--- src/rtl/osw_pkg.sv ---
package osw_pkg;

  // offsets fixed by the I/O map
  typedef enum logic [2:0] {
    SLOT_ID_LO = 3'd0,
    SLOT_ID_HI = 3'd1,
    SLOT_OPT   = 3'd2,
    SLOT_BASE  = 3'd3,
    SLOT_IRQ   = 3'd4
  } oswSlot_e;

  typedef enum logic [2:0] {
    RGN_NONE,
    RGN_RAM,
    RGN_PROM,
    RGN_RSVD,
    RGN_DATA,
    RGN_STAT,
    RGN_CMD
  } oswRegion_e;

  typedef struct packed {
    logic       wrOpt;
    logic       wrBase;
    logic       wrIrq;
    oswRegion_e region;
  } oswStrobe_t;

endpackage

--- src/rtl/osw_ctrl.sv ---
module osw_ctrl
  import osw_pkg::*;
#(
  parameter int IO_W   = 3,
  parameter int ADDR_W = 20,
  parameter int WIN_W  = 14
) (
  input  logic [IO_W-1:0]         ioAddr,
  input  logic                    ioWrEn,
  input  logic [ADDR_W-1:0]       memAddr,
  input  logic                    cardEn,
  input  logic [ADDR_W-WIN_W-1:0] baseBits,
  output oswStrobe_t              strobe
);

  localparam int WIN_BYTES = 1 << WIN_W;
  localparam logic [WIN_W-1:0] PROM_LO = WIN_W'(WIN_BYTES - 64);
  localparam logic [WIN_W-1:0] RSVD_LO = WIN_W'(WIN_BYTES - 32);
  localparam logic [WIN_W-1:0] REGS_LO = WIN_W'(WIN_BYTES - 16);

  logic [WIN_W-1:0] offset;
  logic             hit;

  assign offset = memAddr[WIN_W-1:0];
  assign hit    = cardEn && (memAddr[ADDR_W-1:WIN_W] == baseBits);

  always_comb begin
    strobe.wrOpt  = ioWrEn && (ioAddr == IO_W'(SLOT_OPT));
    strobe.wrBase = ioWrEn && (ioAddr == IO_W'(SLOT_BASE));
    strobe.wrIrq  = ioWrEn && (ioAddr == IO_W'(SLOT_IRQ));
    if (!hit)                   strobe.region = RGN_NONE;
    else if (offset < PROM_LO)  strobe.region = RGN_RAM;
    else if (offset < RSVD_LO)  strobe.region = RGN_PROM;
    else if (offset < REGS_LO)  strobe.region = RGN_RSVD;
    else begin
      case (offset[3:0])
        4'h0, 4'h1: strobe.region = RGN_DATA;
        4'h2:       strobe.region = RGN_STAT;
        4'h3:       strobe.region = RGN_CMD;
        default:    strobe.region = RGN_RSVD;
      endcase
    end
  end

endmodule

--- src/rtl/osw_datapath.sv ---
module osw_datapath
  import osw_pkg::*;
#(
  parameter int IO_W   = 3,
  parameter int DATA_W = 8,
  parameter int ADDR_W = 20,
  parameter int WIN_W  = 14,
  parameter logic [DATA_W-1:0] ID_LO = 8'hFD,
  parameter logic [DATA_W-1:0] ID_HI = 8'h6A
) (
  input  logic                    clk,
  input  logic                    rstN,
  input  oswStrobe_t              strobe,
  input  logic [IO_W-1:0]         ioAddr,
  input  logic [DATA_W-1:0]       ioWrData,
  input  logic [ADDR_W-1:0]       memAddr,
  input  logic [DATA_W-1:0]       promByte,
  output logic [DATA_W-1:0]       ioRdData,
  output logic                    cardEn,
  output logic [ADDR_W-WIN_W-1:0] baseBits,
  output logic                    bootRomEnable,
  output logic [DATA_W-1:0]       irqSelect,
  output logic                    ramSel,
  output logic                    promSel,
  output logic                    rsvdSel,
  output logic                    dataRegSel,
  output logic                    statCtrlSel,
  output logic                    cmdSel,
  output logic [WIN_W-1:0]        winOffset,
  output logic [3:0]              promIdx,
  output logic [DATA_W-1:0]       winRdByte
);

  localparam int OPT_W  = 2;
  localparam int BASE_W = ADDR_W - WIN_W;

  logic [OPT_W-1:0]  optReg;
  logic [BASE_W-1:0] baseReg;
  logic [DATA_W-1:0] irqReg;

  always_ff @(posedge clk) begin
    if (!rstN) begin
      optReg  <= '0;
      baseReg <= '0;
      irqReg  <= '0;
    end else begin
      if (strobe.wrOpt)  optReg  <= ioWrData[OPT_W-1:0];
      if (strobe.wrBase) baseReg <= ioWrData[BASE_W-1:0];
      if (strobe.wrIrq)  irqReg  <= ioWrData;
    end
  end

  always_comb begin
    case (ioAddr)
      IO_W'(SLOT_ID_LO): ioRdData = ID_LO;
      IO_W'(SLOT_ID_HI): ioRdData = ID_HI;
      IO_W'(SLOT_OPT):   ioRdData = DATA_W'(optReg);
      IO_W'(SLOT_BASE):  ioRdData = DATA_W'(baseReg);
      IO_W'(SLOT_IRQ):   ioRdData = irqReg;
      default:           ioRdData = '0;
    endcase
  end

  assign cardEn        = optReg[0];
  assign bootRomEnable = !optReg[1];
  assign baseBits      = baseReg;
  assign irqSelect     = irqReg;

  assign ramSel      = (strobe.region == RGN_RAM);
  assign promSel     = (strobe.region == RGN_PROM);
  assign rsvdSel     = (strobe.region == RGN_RSVD);
  assign dataRegSel  = (strobe.region == RGN_DATA);
  assign statCtrlSel = (strobe.region == RGN_STAT);
  assign cmdSel      = (strobe.region == RGN_CMD);

  assign winOffset = memAddr[WIN_W-1:0];
  assign promIdx   = memAddr[4:1];

  always_comb begin
    if (promSel && !memAddr[0])  winRdByte = promByte;
    else if (promSel || rsvdSel) winRdByte = '1;
    else                         winRdByte = '0;
  end

endmodule

--- src/rtl/osw_top.sv ---
module osw_top
  import osw_pkg::*;
#(
  parameter int IO_W   = 3,
  parameter int DATA_W = 8,
  parameter int ADDR_W = 20,
  parameter int WIN_W  = 14
) (
  input  logic              clk,
  input  logic              rstN,
  input  logic [IO_W-1:0]   ioAddr,
  input  logic              ioWrEn,
  input  logic [DATA_W-1:0] ioWrData,
  output logic [DATA_W-1:0] ioRdData,
  input  logic [ADDR_W-1:0] memAddr,
  input  logic [DATA_W-1:0] promByte,
  output logic              cardEnable,
  output logic              bootRomEnable,
  output logic [DATA_W-1:0] irqSelect,
  output logic              ramSel,
  output logic              promSel,
  output logic              rsvdSel,
  output logic              dataRegSel,
  output logic              statCtrlSel,
  output logic              cmdSel,
  output logic [WIN_W-1:0]  winOffset,
  output logic [3:0]        promIdx,
  output logic [DATA_W-1:0] winRdByte
);

  oswStrobe_t              strobe;
  logic [ADDR_W-WIN_W-1:0] baseBits;

  osw_ctrl #(.IO_W(IO_W), .ADDR_W(ADDR_W), .WIN_W(WIN_W)) u_ctrl (
    .ioAddr   (ioAddr),
    .ioWrEn   (ioWrEn),
    .memAddr  (memAddr),
    .cardEn   (cardEnable),
    .baseBits (baseBits),
    .strobe   (strobe)
  );

  osw_datapath #(.IO_W(IO_W), .DATA_W(DATA_W), .ADDR_W(ADDR_W), .WIN_W(WIN_W)) u_dp (
    .clk           (clk),
    .rstN          (rstN),
    .strobe        (strobe),
    .ioAddr        (ioAddr),
    .ioWrData      (ioWrData),
    .memAddr       (memAddr),
    .promByte      (promByte),
    .ioRdData      (ioRdData),
    .cardEn        (cardEnable),
    .baseBits      (baseBits),
    .bootRomEnable (bootRomEnable),
    .irqSelect     (irqSelect),
    .ramSel        (ramSel),
    .promSel       (promSel),
    .rsvdSel       (rsvdSel),
    .dataRegSel    (dataRegSel),
    .statCtrlSel   (statCtrlSel),
    .cmdSel        (cmdSel),
    .winOffset     (winOffset),
    .promIdx       (promIdx),
    .winRdByte     (winRdByte)
  );

endmodule

--- config.mk ---
export PLATFORM = sky130hd
export DESIGN_NAME = osw_top
export DESIGN_NICKNAME = d
export VERILOG_FILES = /design/src/rtl/osw_pkg.sv /design/src/rtl/osw_ctrl.sv /design/src/rtl/osw_datapath.sv /design/src/rtl/osw_top.sv
export SDC_FILE = /design/constraint.sdc
export NUM_CORES = 1
export LEC_CHECK = 0
export BUFFER_PORTS_ARGS = -buffer_cell sky130_fd_sc_hd__buf_2
export CAP_MARGIN = 20
export CORE_MARGIN = 8
export CORE_UTILIZATION = 43
export CTS_CLUSTER_SIZE = 25
export DETAILED_ROUTE_END_ITERATION = 8
export GPL_TIMING_DRIVEN = 0
export PLACE_DENSITY = 0.85
export SKIP_LAST_GASP = 1
export SYNTH_ARGS = -nofsm -noshare
export SYNTH_HDL_FRONTEND = slang
export SYNTH_SLANG_ARGS = --single-unit
--- constraint.sdc ---
create_clock -name clk -period 3.6 [get_ports clk]
set_clock_uncertainty 0.15 [all_clocks]
set_input_delay 0.9 -clock clk [delete_from_list [all_inputs] [get_ports clk]]
set_output_delay 0.9 -clock clk [all_outputs]
set_load 0.05 [all_outputs]
==> results of run 1 <==
==> sequential cells by signal (all words and copies together) (netlist names) <==
signal and count:
u_dp.irqSelect 8, u_dp.optReg 2, u_dp.baseBits 6
==> metal layers <==
metal / vias to the layer above / GRT usage (%) / share of wire [%]
met5: - / 0 / 0
li1: 688 / - / -
met2: 89 / 25.0 / 44
met3: 3 / 6.15 / 11
met4: 0 / 2.73 / 0.53
met1: 615 / 19.6 / 44
==> final timing paths <==
kind / depth (start not counted) / endpoint / slack [ns]
max: 6 / winRdByte[4] / 0.35
min: 2 / u_dp.irqSelect[4]$_SDFFE_PN0P_ / 0.39
max reg2reg: 2 / u_dp.baseBits[4]$_SDFFE_PN0P_ / 2.80
min reg2reg: 2 / u_dp.irqSelect[4]$_SDFFE_PN0P_ / 0.39
==> final cells by class <==
type,count,area (um2)
clock buffer,4,36.3
timing repair buffer,91,455
inverter,4,15.0
multi-input combinational,98,712
fill,251,973
sequential,16,320
tap,31,38.8
buffer,27,183
==> kinds of logic (layout without fill, tap and decap cells) <==
kind of cell	count (synthesis)	in the layout
AO/OA/AOI/OAI	21	21
XOR/XNOR	6	6
buffers and inverters	31	126
flip-flops	16	16
multiplexers	16	16
AND/OR/NAND/NOR	55	55
==> power breakdown <==
group / total (mW) / switching, mW / internal, mW
Sequential: 0.184 / 0.00313 / 0.181
Combinational: 0.168 / 0.108 / 0.0602
Clock: 0.119 / 0.0578 / 0.0616
==> layout by cell type (no fill, tap or decap), drive strengths merged, types with 2 or more instances in the layout <==
master / synthesis / layout
nor4: 11 / 11
mux2i: 16 / 16
nor2b: 19 / 19
or2: 2 / 2
nand2: 5 / 5
xnor2: 6 / 6
dfxtp: 16 / 16
nand2b: 2 / 2
o22ai: 2 / 2
nor2: 2 / 2
inv: 4 / 4
a21boi: 3 / 3
a32o: 3 / 3
o21ai: 10 / 10
buf: 22 / 113
nand4: 3 / 3
a21oi: 2 / 2
clkbuf: 5 / 9
==> worst register-to-register path: stages, from the launching register on <==
cell	delay (ns)
dfxtp_1	0.35
mux2i_1	0.15
nor2b_1	0.06
==> metrics.md, run 1 <==
| Metric | Value |
|---|---|
| Outcome | completed |
| Crit path buffers/inverters | 3 |
| MaxCap Viol Count | 0 |
| Final Non-Filler Cells | about 270 |
| Setup-failing EPs final | 0 |
| Vias in the first global route | between 1000 and 1500 |
| Post-DP HPWL | between 3000 and 4000 um |
| Synth Area in Compound Gates | 10.7% |
| Hold/Removal Path Class | flip-flop to flip-flop |
| Xor/xnor share of the synthesized area | ~4.3% |
| CTS sink count | 16 |
| Max VDD drop | 0.229 mV |
| Final WS setup | 0.352 ns |
| GPL Wtd Cong | around 0.81 |
| DR vias/cell | 5.15 |
| Top-area cell type share of the netlist area | 26.2% |
| Most Frequent Cell on Critical Path | buf_2 |
| Final min period | 3.25 ns |
| IO Count | 92 |
| Slew headroom | between 60% and 70% |
| Min-delay src | u_dp.irqSelect[4]$_SDFFE_PN0P_ |
| Tot GR Track Use | ~16% |
| Rows | 19 |
| Die extent in y | 69.3 um |
| Reg2reg start | u_dp.baseBits[4]$_SDFFE_PN0P_ |
| IO buf count | 91 |
| RSZ-0062 raised after global routing | no |
| Worst-Margin Slew | about 0.45 ns |
| Congestion Overflow GR | 0 |
| Dpl cell area | 1720 um2 |
| Post-synthesis simple-gate area fraction | 29.6% |
| Post-synth EDFFs | 0 |
| Final Hold Fails | 0 |
| Clock Pin Slew Worst Setup and Hold Paths | ~0.09 ns |
| Starting Density | 44.8% |
| Wire per inst | 14.7 um |
| Top delay family on crit path | buffers and inverters |
| Leak | 0.865 nW |
| Clock Tree Buf Depth | 2 |
| Hold WS | between 0.3 and 0.4 ns |
| Post-synthesis adder-cell area fraction | 0% |
| Post-route ant nets | 0 |
| Cell count after placement | 267 |
| Critical path arrival | 2.20 ns |
| Final WL | a little under 4000 um |
| Post-CTS Setup Inserts | 0 |
| Latest clock arrival within the worst-skew pair | 0.29 ns |
| Die W | 69.3 um |
| Mean Syn Cell Area | 8.44 um2 |
| Resized cells post-CTS | 0 |
| Largest area contributor in the netlist | dfxtp_1 |
| CP Class | input pin to output pin |
| Main synth FF type | dfxtp_1 |
| Core area | 2730 um2 |
| CTS Buf Count | 3 |
| Syn Std Cell Area | ~1200 um2 |
| Initial antenna violation count | 0 |
| Final Cycle Share | about 90% |
| First-pass GRT wire length | 6560 um |
| Total Nets Final | between 200 and 300 |
| Post-synthesis sequential area ratio | 26.2% |
| CTS tree | built |
| Cell chain of the critical path | buf_2 > xnor2_1 > nand4_2 > buf_6 > nor4_1 > buf_2 |
| Synth top area cells | dfxtp_1, mux2i_1, buf_4 |
| Post-layout util | 64.4% |
| Netlist cell types | 34 |
| Synth cell count leaders | buf_4, nor2b_1, dfxtp_1, mux2i_1, nor4_1 |
| Startpoint Class | input pin |
| Root Driver | clkbuf_4 |
| Via count | ~1400 |
| Number of synthesis warnings | 0 |
| Slowest cell delay on critical path | ~0.32 ns |
| Ys async rst share | 0% |
| Crit end category | output pin |
| Synthesized instance count | roughly 150 |
| Count of hold-fix buffers inserted at cts | 0 |
| Power density over cell area | 268 nW/um2 |
| Max Freq | between 300 and 400 MHz |
| Synthesis-stage register bit count | 16 |
| Inserted Diodes | 0 |
| Die area | 4810 um2 |
| Area Overhead vs Synth | 43.9% |
| CP startpoint | memAddr[18] |
| DRC violations left | 0 |
| CP required | 2.55 ns |
| Design area | 1760 um2 |
| Mux share of post-synthesis cell area | a little over an eighth |
| Critical path's slowest cell | buf_2 |
| Synthesized net count | 187 |
| Place WS | 0.345 ns |
| Ratio of cells with drive above 1 in the final layout | 50.8% |
| Largest net degree at the start of global routing | 11 |
| DRT iter0 DRCs | 123 |
| H-tree levels | 1 |
| Largest family of logic cells by synthesized area | simple AND/OR/NAND/NOR gates |
| DR pass1 iterations | 4 |
| Fin Setup TNS | 0 ns |
| Total Power | 471 uW |
| CP Max Fanout | 10 |
| Slew Viols, Final | 0 |
Power figures use the tool's default switching activity.
==> run 2: changes to the inputs <==
Settings changed: SYNTH_HIERARCHICAL from default to 1.
==> metrics.md, run 2 <==
| Metric | Value |
|---|---|
| Initial antenna violation count | 0 (unchanged) |
| Critical path's slowest cell | nor4_4 (was buf_2) |
| Hold/Removal Path Class | flip-flop to flip-flop (unchanged) |
| Die area | 4810 um2 (about the same) |
| Slowest cell delay on critical path | 0.32 ns (about the same) |
| Final WS setup | 0.124 ns (was 0.352 ns) |
| Ratio of cells with drive above 1 in the final layout | 53.5% (was 50.8%) |
| Synthesis-stage register bit count | 16 (unchanged) |
| Startpoint Class | input pin (unchanged) |
| R2r setup slk | 2.78 ns (was 2.80 ns) |
| CP startpoint | memAddr[17] (was memAddr[18]) |
| Most Crowded Layer GR | met2 (unchanged) |
| CP required | 2.55 ns (about the same) |
| Core area | 2730 um2 (unchanged) |
| Top-area cell type share of the netlist area | 26.1% (was 26.2%) |
| Slew Viols, Final | 0 (unchanged) |
| Clock Tree Buf Depth | 2 (unchanged) |
| IO Count | 92 (unchanged) |
| Final Hold Fails | 0 (unchanged) |
| Design area | 1840 um2 (was 1760 um2) |
| Latest clock arrival within the worst-skew pair | 0.29 ns (about the same) |
| Most common library cell in the layout ignoring fill and taps | buf_2 (unchanged) |
| Outcome | completed (unchanged) |
| Count leader, synth | buf_4 |
| Count of hold-fix buffers inserted at cts | 0 (unchanged) |
| First-pass GRT wire length | 6180 um (was 6560 um) |
| Capture point of the worst path | rsvdSel (was winRdByte[4]) |
| Post-synthesis simple-gate area fraction | 27.3% (was 29.6%) |
| Leak | 0.901 nW (was 0.865 nW) |
| Final min period | 3.48 ns (was 3.25 ns) |
| Via count | 1331 (was 1395) |
| Synth Area in Compound Gates | 13.2% (was 10.7%) |
| Met3 GRT Util | 6.58% (was 6.15%) |
| Ys async rst share | 0% (unchanged) |
| Area Overhead vs Synth | 50.1% (was 43.9%) |
| Largest area contributor in the netlist | dfxtp_1 (unchanged) |
| Final WL | 3820 um (was 3980 um) |
| GPL Wtd Cong | 0.768 (was 0.805) |
| Xor/xnor share of the synthesized area | 4.29% (about the same) |
| Wire per inst | 14.0 um (was 14.7 um) |
| Mean Syn Cell Area | 8.51 um2 (was 8.44 um2) |
| Worst-Margin Slew | 0.605 ns (was 0.449 ns) |
| Netlist cell types | 31 (was 34) |
| CTS Buf Count | 3 (unchanged) |
| Post-route ant nets | 0 (unchanged) |
| Largest family of logic cells by synthesized area | simple AND/OR/NAND/NOR gates (unchanged) |
| DRT iter0 DRCs | 31 (was 123) |
| Congestion Overflow GR | 0 (unchanged) |
| Setup-failing EPs final | 0 (unchanged) |
| CTS sink count | 16 (unchanged) |
| Clock Pin Slew Worst Setup and Hold Paths | 0.10 ns (was 0.09 ns) |
| Post-synthesis adder-cell area fraction | 0% (unchanged) |
| H-tree levels | 1 (unchanged) |
| Die W | 69.4 um (was 69.3 um) |
| Most Frequent Cell on Critical Path | buf_2 (unchanged) |
| Synth cell count leaders | buf_4, nor2b_1, dfxtp_1, mux2i_1 (was buf_4, nor2b_1, dfxtp_1, mux2i_1, nor4_1) |
| Main synth FF type | dfxtp_1 (unchanged) |
| RSZ-0062 raised after global routing | no (unchanged) |
| Die extent in y | 69.4 um (was 69.3 um) |
| Post-synth EDFFs | 0 (unchanged) |
| Synthesized instance count | 144 (was 145) |
| Root Driver | clkbuf_4 (unchanged) |
| Synthesized net count | 186 (was 187) |
| DR pass1 iterations | 4 (unchanged) |
| IO buf count | 91 (unchanged) |
| Number of synthesis warnings | 6 (was 0) |
| Crit end category | output pin (unchanged) |
| CTS tree | built (unchanged) |
| Vias in the first global route | 1275 (was 1384) |
| Reg2reg start | u_dp/irqSelect[4]$_SDFFE_PN0P_ (was u_dp.baseBits[4]$_SDFFE_PN0P_) |
| Post-DP HPWL | 3060 um (was 3340 um) |
| Dpl cell area | 1720 um2 (unchanged) |
| Cell chain of the critical path | buf_2 > xnor2_1 > nand3_2 > nor4_4 > nor2b_1 > clkbuf_4 > and2_1 > buf_2 (was buf_2 > xnor2_1 > nand4_2 > buf_6 > nor4_1 > buf_2) |
| Met1 Track Usage GR | 17.3% (was 19.6%) |
| Max VDD drop | 0.270 mV (was 0.229 mV) |
| Mux share of post-synthesis cell area | 13.1% (about the same) |
| Cell count after placement | 266 (was 267) |
| Worst r2r dst | u_dp/irqSelect[4]$_SDFFE_PN0P_ (was u_dp.baseBits[4]$_SDFFE_PN0P_) |
| Place WS | -0.236 ns (was 0.345 ns) |
| Synth top area cells | dfxtp_1, mux2i_1, buf_4 (unchanged) |
| DRC violations left | 0 (unchanged) |
| Final Cycle Share | 96.5% (was 90.2%) |
| Largest net degree at the start of global routing | 11 (unchanged) |
| Max Freq | 288 MHz (was 308 MHz) |
| Post-synthesis sequential area ratio | 26.1% (was 26.2%) |
| Tot GR Track Use | 14.9% (was 15.7%) |
| Crit path buffers/inverters | 3 (unchanged) |
| Met2 Use GR | 23.7% (was 25.0%) |
| Total Nets Final | 284 (was 283) |
| Critical path arrival | 2.43 ns (was 2.20 ns) |
| Top delay family on crit path | simple AND/OR/NAND/NOR gates (was buffers and inverters) |
| Largest register FFs | 8 (unchanged) |
| Final Non-Filler Cells | 272 (was 271) |
| Power density over cell area | 259 nW/um2 (was 268 nW/um2) |
| Commonest non-fill, non-tap cells in the layout | buf_2, buf_4, nor2b_1, mux2i_1, dfxtp_1 (was buf_2, nor2b_1, buf_4, mux2i_1, dfxtp_1) |
| Slew headroom | 59.1% (was 70.0%) |
| CP Max Fanout | 10 (unchanged) |
| Starting Density | 44.8% (about the same) |
| Syn Std Cell Area | 1220 um2 (about the same) |
| CP Class | input pin to output pin (unchanged) |
| MaxCap Viol Count | 0 (unchanged) |
| DR vias/cell | 4.89 (was 5.15) |
| Rows | 19 (unchanged) |
| Inserted Diodes | 0 (unchanged) |
| Levels on crit path | 8 (was 6) |
| FF-to-FF path depth | 2 (unchanged) |
==> run 2: cell types whose count changed after synthesis, moves of 3 or more <==
cell and change:
nor4_1 -9, o21a_1 +8, o21ai_0 -7, a21oi_1 +6, clkbuf_1 -4, a32o_1 -3
==> run 2: layer usage <==
layer | vias up | share of wire (%)
met5 | - | 0
met4 | 0 | 0.60
met3 | 2 | 12
met2 | 82 | 45
met1 | 577 | 42
li1 | 670 | -
==> run 2: worst reg2reg max path, cell delays in order, from the launching register on <==
cell and delay, ns:
dfxtp_1 0.33, mux2i_1 0.16, nor2b_1 0.07
==> run 2: worst min-delay path by stage <==
| stage | startpoint | endpoint | slack (ns) | depth (start not counted) |
|---|---|---|---|---|
| after floorplan | u_dp/optReg[1]$_SDFFE_PN0P_ | u_dp/optReg[1]$_SDFFE_PN0P_ | 0.35 | 2 |
| after global placement | u_dp/optReg[1]$_SDFFE_PN0P_ | u_dp/optReg[1]$_SDFFE_PN0P_ | 0.36 | 2 |
| after detailed placement | u_dp/optReg[1]$_SDFFE_PN0P_ | u_dp/optReg[1]$_SDFFE_PN0P_ | 0.37 | 2 |
| after CTS | u_dp/optReg[1]$_SDFFE_PN0P_ | u_dp/optReg[1]$_SDFFE_PN0P_ | 0.39 | 2 |
| after global routing | u_dp/irqSelect[0]$_SDFFE_PN0P_ | u_dp/irqSelect[0]$_SDFFE_PN0P_ | 0.40 | 2 |
| final | u_dp/optReg[1]$_SDFFE_PN0P_ | u_dp/optReg[1]$_SDFFE_PN0P_ | 0.39 | 2 |
==> run 2: repair_timing <==
item | in CTS | in global routing
resized for setup | 4 | 8
pin swaps | 0 | 3
setup buffers | 0 | 2
endpoints found under the setup margin | 10 | 10
==> run 2: report_power, final <==
group,switching [mW],internal (mW),leakage [nW]
sequential,0.00317,0.181,0.129
combinational,0.108,0.0613,0.751
clock,0.0601,0.0616,0.0210
total,0.172,0.304,0.901
==> run 2: cell type report <==
type / count / area, um2
Fill cell: 258 / 896
Timing Repair Buffer: 93 / 475
Clock buffer: 4 / 36.3
Tap cell: 31 / 38.8
Sequential cell: 16 / 320
Multi-Input combinational cell: 99 / 768
Buffer: 26 / 188
Inverter: 3 / 11.3
==> run 2: logic make-up (layout without fill, tap and decap cells) <==
family,count (synthesis),in the layout
AOI/OAI and AO/OA,25,25
xor gates and xnor gates,6,6
buffers and inverters,29,126
DFF,16,16
muxes,16,16
and+or+nand+nor,52,52
==> run 2: through the flow <==
step | utilization, % | total power [mW] | TNS (ns) | hold slack [ns]
2_1_floorplan | - | 0.302 | -0.639 | 0.346
3_3_place_gp | 63.1 | 0.353 | -2.09 | 0.364
3_5_place_dp | 63.1 | 0.355 | -2.24 | 0.373
4_1_cts | 65.4 | 0.474 | -0.00511 | 0.388
5_1_grt | 67.2 | 0.493 | 0 | 0.405
6_report | 67.2 | 0.475 | 0 | 0.388
==> run 3: changes to the inputs <==
Settings changed: CELL_PAD_IN_SITES_DETAIL_PLACEMENT from default to 1, CELL_PAD_IN_SITES_GLOBAL_PLACEMENT from default to 1, CORE_UTILIZATION 43 to 29, PLACE_DENSITY 0.85 to 0.82.
==> metrics.md, run 3 (synthesis results as in run 2) <==
| Metric | Value |
|---|---|
| Outcome | completed (unchanged) |
| MaxCap Viol Count | 0 (unchanged) |
| CTS sink count | 16 (unchanged) |
| Reg2reg start | u_dp/baseBits[3]$_SDFFE_PN0P_ (was u_dp/irqSelect[4]$_SDFFE_PN0P_) |
| Initial antenna violation count | 0 (unchanged) |
| Congestion Overflow GR | 0 (unchanged) |
| Max VDD drop | 0.257 mV (was 0.270 mV) |
| Post-DP HPWL | 3890 um (was 3060 um) |
| Leak | 0.917 nW (was 0.901 nW) |
| Critical path arrival | 2.45 ns (was 2.43 ns) |
| Die W | 81.0 um (was 69.4 um) |
| Rows | 23 (was 19) |
| Final Non-Filler Cells | 292 (was 272) |
| Slew headroom | 58.8% (was 59.1%) |
| Crit end category | output pin (unchanged) |
| CP Max Fanout | 8 (was 10) |
| DR vias/cell | 4.70 (was 4.89) |
| Count of hold-fix buffers inserted at cts | 0 (unchanged) |
| Clock Pin Slew Worst Setup and Hold Paths | 0.07 ns (was 0.10 ns) |
| Final WS setup | 0.104 ns (was 0.124 ns) |
| Die extent in y | 81.0 um (was 69.4 um) |
| Critical path's slowest cell | o41ai_2 (was nor4_4) |
| DR pass1 iterations | 2 (was 4) |
| Most Crowded Layer GR | met2 (unchanged) |
| Hold endpoint | u_dp/irqSelect[3]$_SDFFE_PN0P_ (was u_dp/optReg[1]$_SDFFE_PN0P_) |
| Total Power | 519 uW (was 475 uW) |
| Die area | 6560 um2 (was 4810 um2) |
| Final min period | 3.50 ns (was 3.48 ns) |
| Clock Tree Buf Depth | 2 (unchanged) |
| Final Hold Fails | 0 (unchanged) |
| Final WL | 4800 um (was 3820 um) |
| Worst-Margin Slew | 0.609 ns (was 0.605 ns) |
| GPL Wtd Cong | 0.792 (was 0.768) |
| Tot GR Track Use | 13.7% (was 14.9%) |
| Hold/Removal Path Class | flip-flop to flip-flop (unchanged) |
| Place WS | -0.304 ns (was -0.236 ns) |
| H-tree levels | 1 (unchanged) |
| Max Freq | 286 MHz (was 288 MHz) |
| Most common library cell in the layout ignoring fill and taps | buf_2 (unchanged) |
| CP Class | input pin to output pin (unchanged) |
| Total Nets Final | 285 (was 284) |
| WHS Path Cells | 2 (unchanged) |
| Core area | 4030 um2 (was 2730 um2) |
| Wire per inst | 16.4 um (was 14.0 um) |
| Area Overhead vs Synth | 57.8% (was 50.1%) |
| Min-delay src | u_dp/irqSelect[3]$_SDFFE_PN0P_ (was u_dp/optReg[1]$_SDFFE_PN0P_) |
| Worst r2r dst | u_dp/baseBits[3]$_SDFFE_PN0P_ (was u_dp/irqSelect[4]$_SDFFE_PN0P_) |
| Setup-failing EPs final | 0 (unchanged) |
| Commonest non-fill, non-tap cells in the layout | buf_2, buf_4, nor2b_1, mux2i_1, dfxtp_1 (unchanged) |
| CP required | 2.55 ns (about the same) |
| R2r setup slk | 2.80 ns (was 2.78 ns) |
| Met2 Use GR | 24.1% (was 23.7%) |
| Latest clock arrival within the worst-skew pair | 0.25 ns (was 0.29 ns) |
| IO Count | 92 (unchanged) |
| Post-route ant nets | 0 (unchanged) |
| CTS tree | built (unchanged) |
| Ratio of cells with drive above 1 in the final layout | 55.0% (was 53.5%) |
| Final Cycle Share | 97.1% (was 96.5%) |
| Met1 Track Usage GR | 15.7% (was 17.3%) |
| Startpoint Class | input pin (unchanged) |
| IO buf count | 91 (unchanged) |
| Inserted Diodes | 0 (unchanged) |
| Largest net degree at the start of global routing | 11 (unchanged) |
| CTS Buf Count | 3 (unchanged) |
| Cell count after placement | 285 (was 266) |
| Slowest cell delay on critical path | 0.44 ns (was 0.32 ns) |
| DRC violations left | 0 (unchanged) |
| Via count | 1373 (was 1331) |
| Largest register FFs | 8 (unchanged) |
| First-pass GRT wire length | 7160 um (was 6180 um) |
| Power density over cell area | 268 nW/um2 (was 259 nW/um2) |
| Cell chain of the critical path | buf_2 > inv_1 > o41ai_2 > a211oi_4 > or2_1 > buf_6 > o21a_1 > buf_4 (was buf_2 > xnor2_1 > nand3_2 > nor4_4 > nor2b_1 > clkbuf_4 > and2_1 > buf_2) |
| Slew Viols, Final | 0 (unchanged) |
| Root Driver | clkbuf_8 (was clkbuf_4) |
| Met3 GRT Util | 3.75% (was 6.58%) |
| Starting Density | 30.4% (was 44.8%) |
| Vias in the first global route | 1459 (was 1275) |
| Fin Setup TNS | 0 ns (unchanged) |
| DRT iter0 DRCs | 16 (was 31) |
| FF-to-FF path depth | 2 (unchanged) |
-- run 3: cell count changes in the layout (fill, tap and decap cells not counted) --
cell       delta
buf_2         -8
buf_4         +9
buf_6         +1
clkbuf_4      -4
clkbuf_8      +3
nand4bb_1     -1
nand4bb_4     +1
nor2b_1       -2
nor2b_2       +2
-- run 3: how the worst max path moves through the flow --
stage	from	to	slack [ns]	depth (start not counted)
after floorplan	memAddr[14]	ramSel	-0.35	4
after global placement	memAddr[10]	promSel	-0.25	8
after detailed placement	memAddr[10]	promSel	-0.30	8
after CTS	memAddr[10]	promSel	0.0004	8
after global routing	memAddr[15]	promSel	-0.03	9
final	memAddr[4]	winRdByte[0]	0.10	8
-- run 3: routing by layer --
| metal | vias to the layer above | wire length [um] |
|---|---|---|
| li1 | 674 | - |
| met1 | 618 | 1960 |
| met2 | 77 | 2220 |
| met3 | 4 | 581 |
| met4 | 0 | 40 |
| met5 | - | 0 |
-- run 3: timing repair --
item	CTS	global route
setup endpoints to repair	11	11
gates resized for setup	14	9
setup buffers	0	3
pin swaps	0	4
-- run 3: area by class of cell --
type	count	area [um2]
Multi-Input combinational cell	99	790
Fill cell	521	2100
Buffer	26	188
Clock buffer	4	55.1
Inverter	3	11.3
Sequential cell	16	320
Tap cell	50	62.6
Timing Repair Buffer	94	507
-- run 3: report_power, final --
part | total, mW | leakage (nW) | internal [mW] | switching [mW]
registers | 0.184 | 0.129 | 0.181 | 0.00311
logic | 0.175 | 0.759 | 0.0630 | 0.112
clock network | 0.159 | 0.0288 | 0.0970 | 0.0624
-- run 3: worst max-delay path, delay by kind of cell --
kind	cells	cell delay, ns
AOI/OAI and AO/OA	3	0.76
buffers and inverters	4	0.53
and+or+nand+nor	1	0.26
-- run 3: per-stage QoR --
stage / util [%] / hold slack, ns / instance area (um2)
after global placement: 43.4 / 0.370 / 1750
after CTS: 46.0 / 0.400 / 1850
after global routing: 48.0 / 0.417 / 1930
after floorplan: - / 0.346 / 1230
final: 48.0 / 0.392 / 1930
after detailed placement: 43.4 / 0.384 / 1750
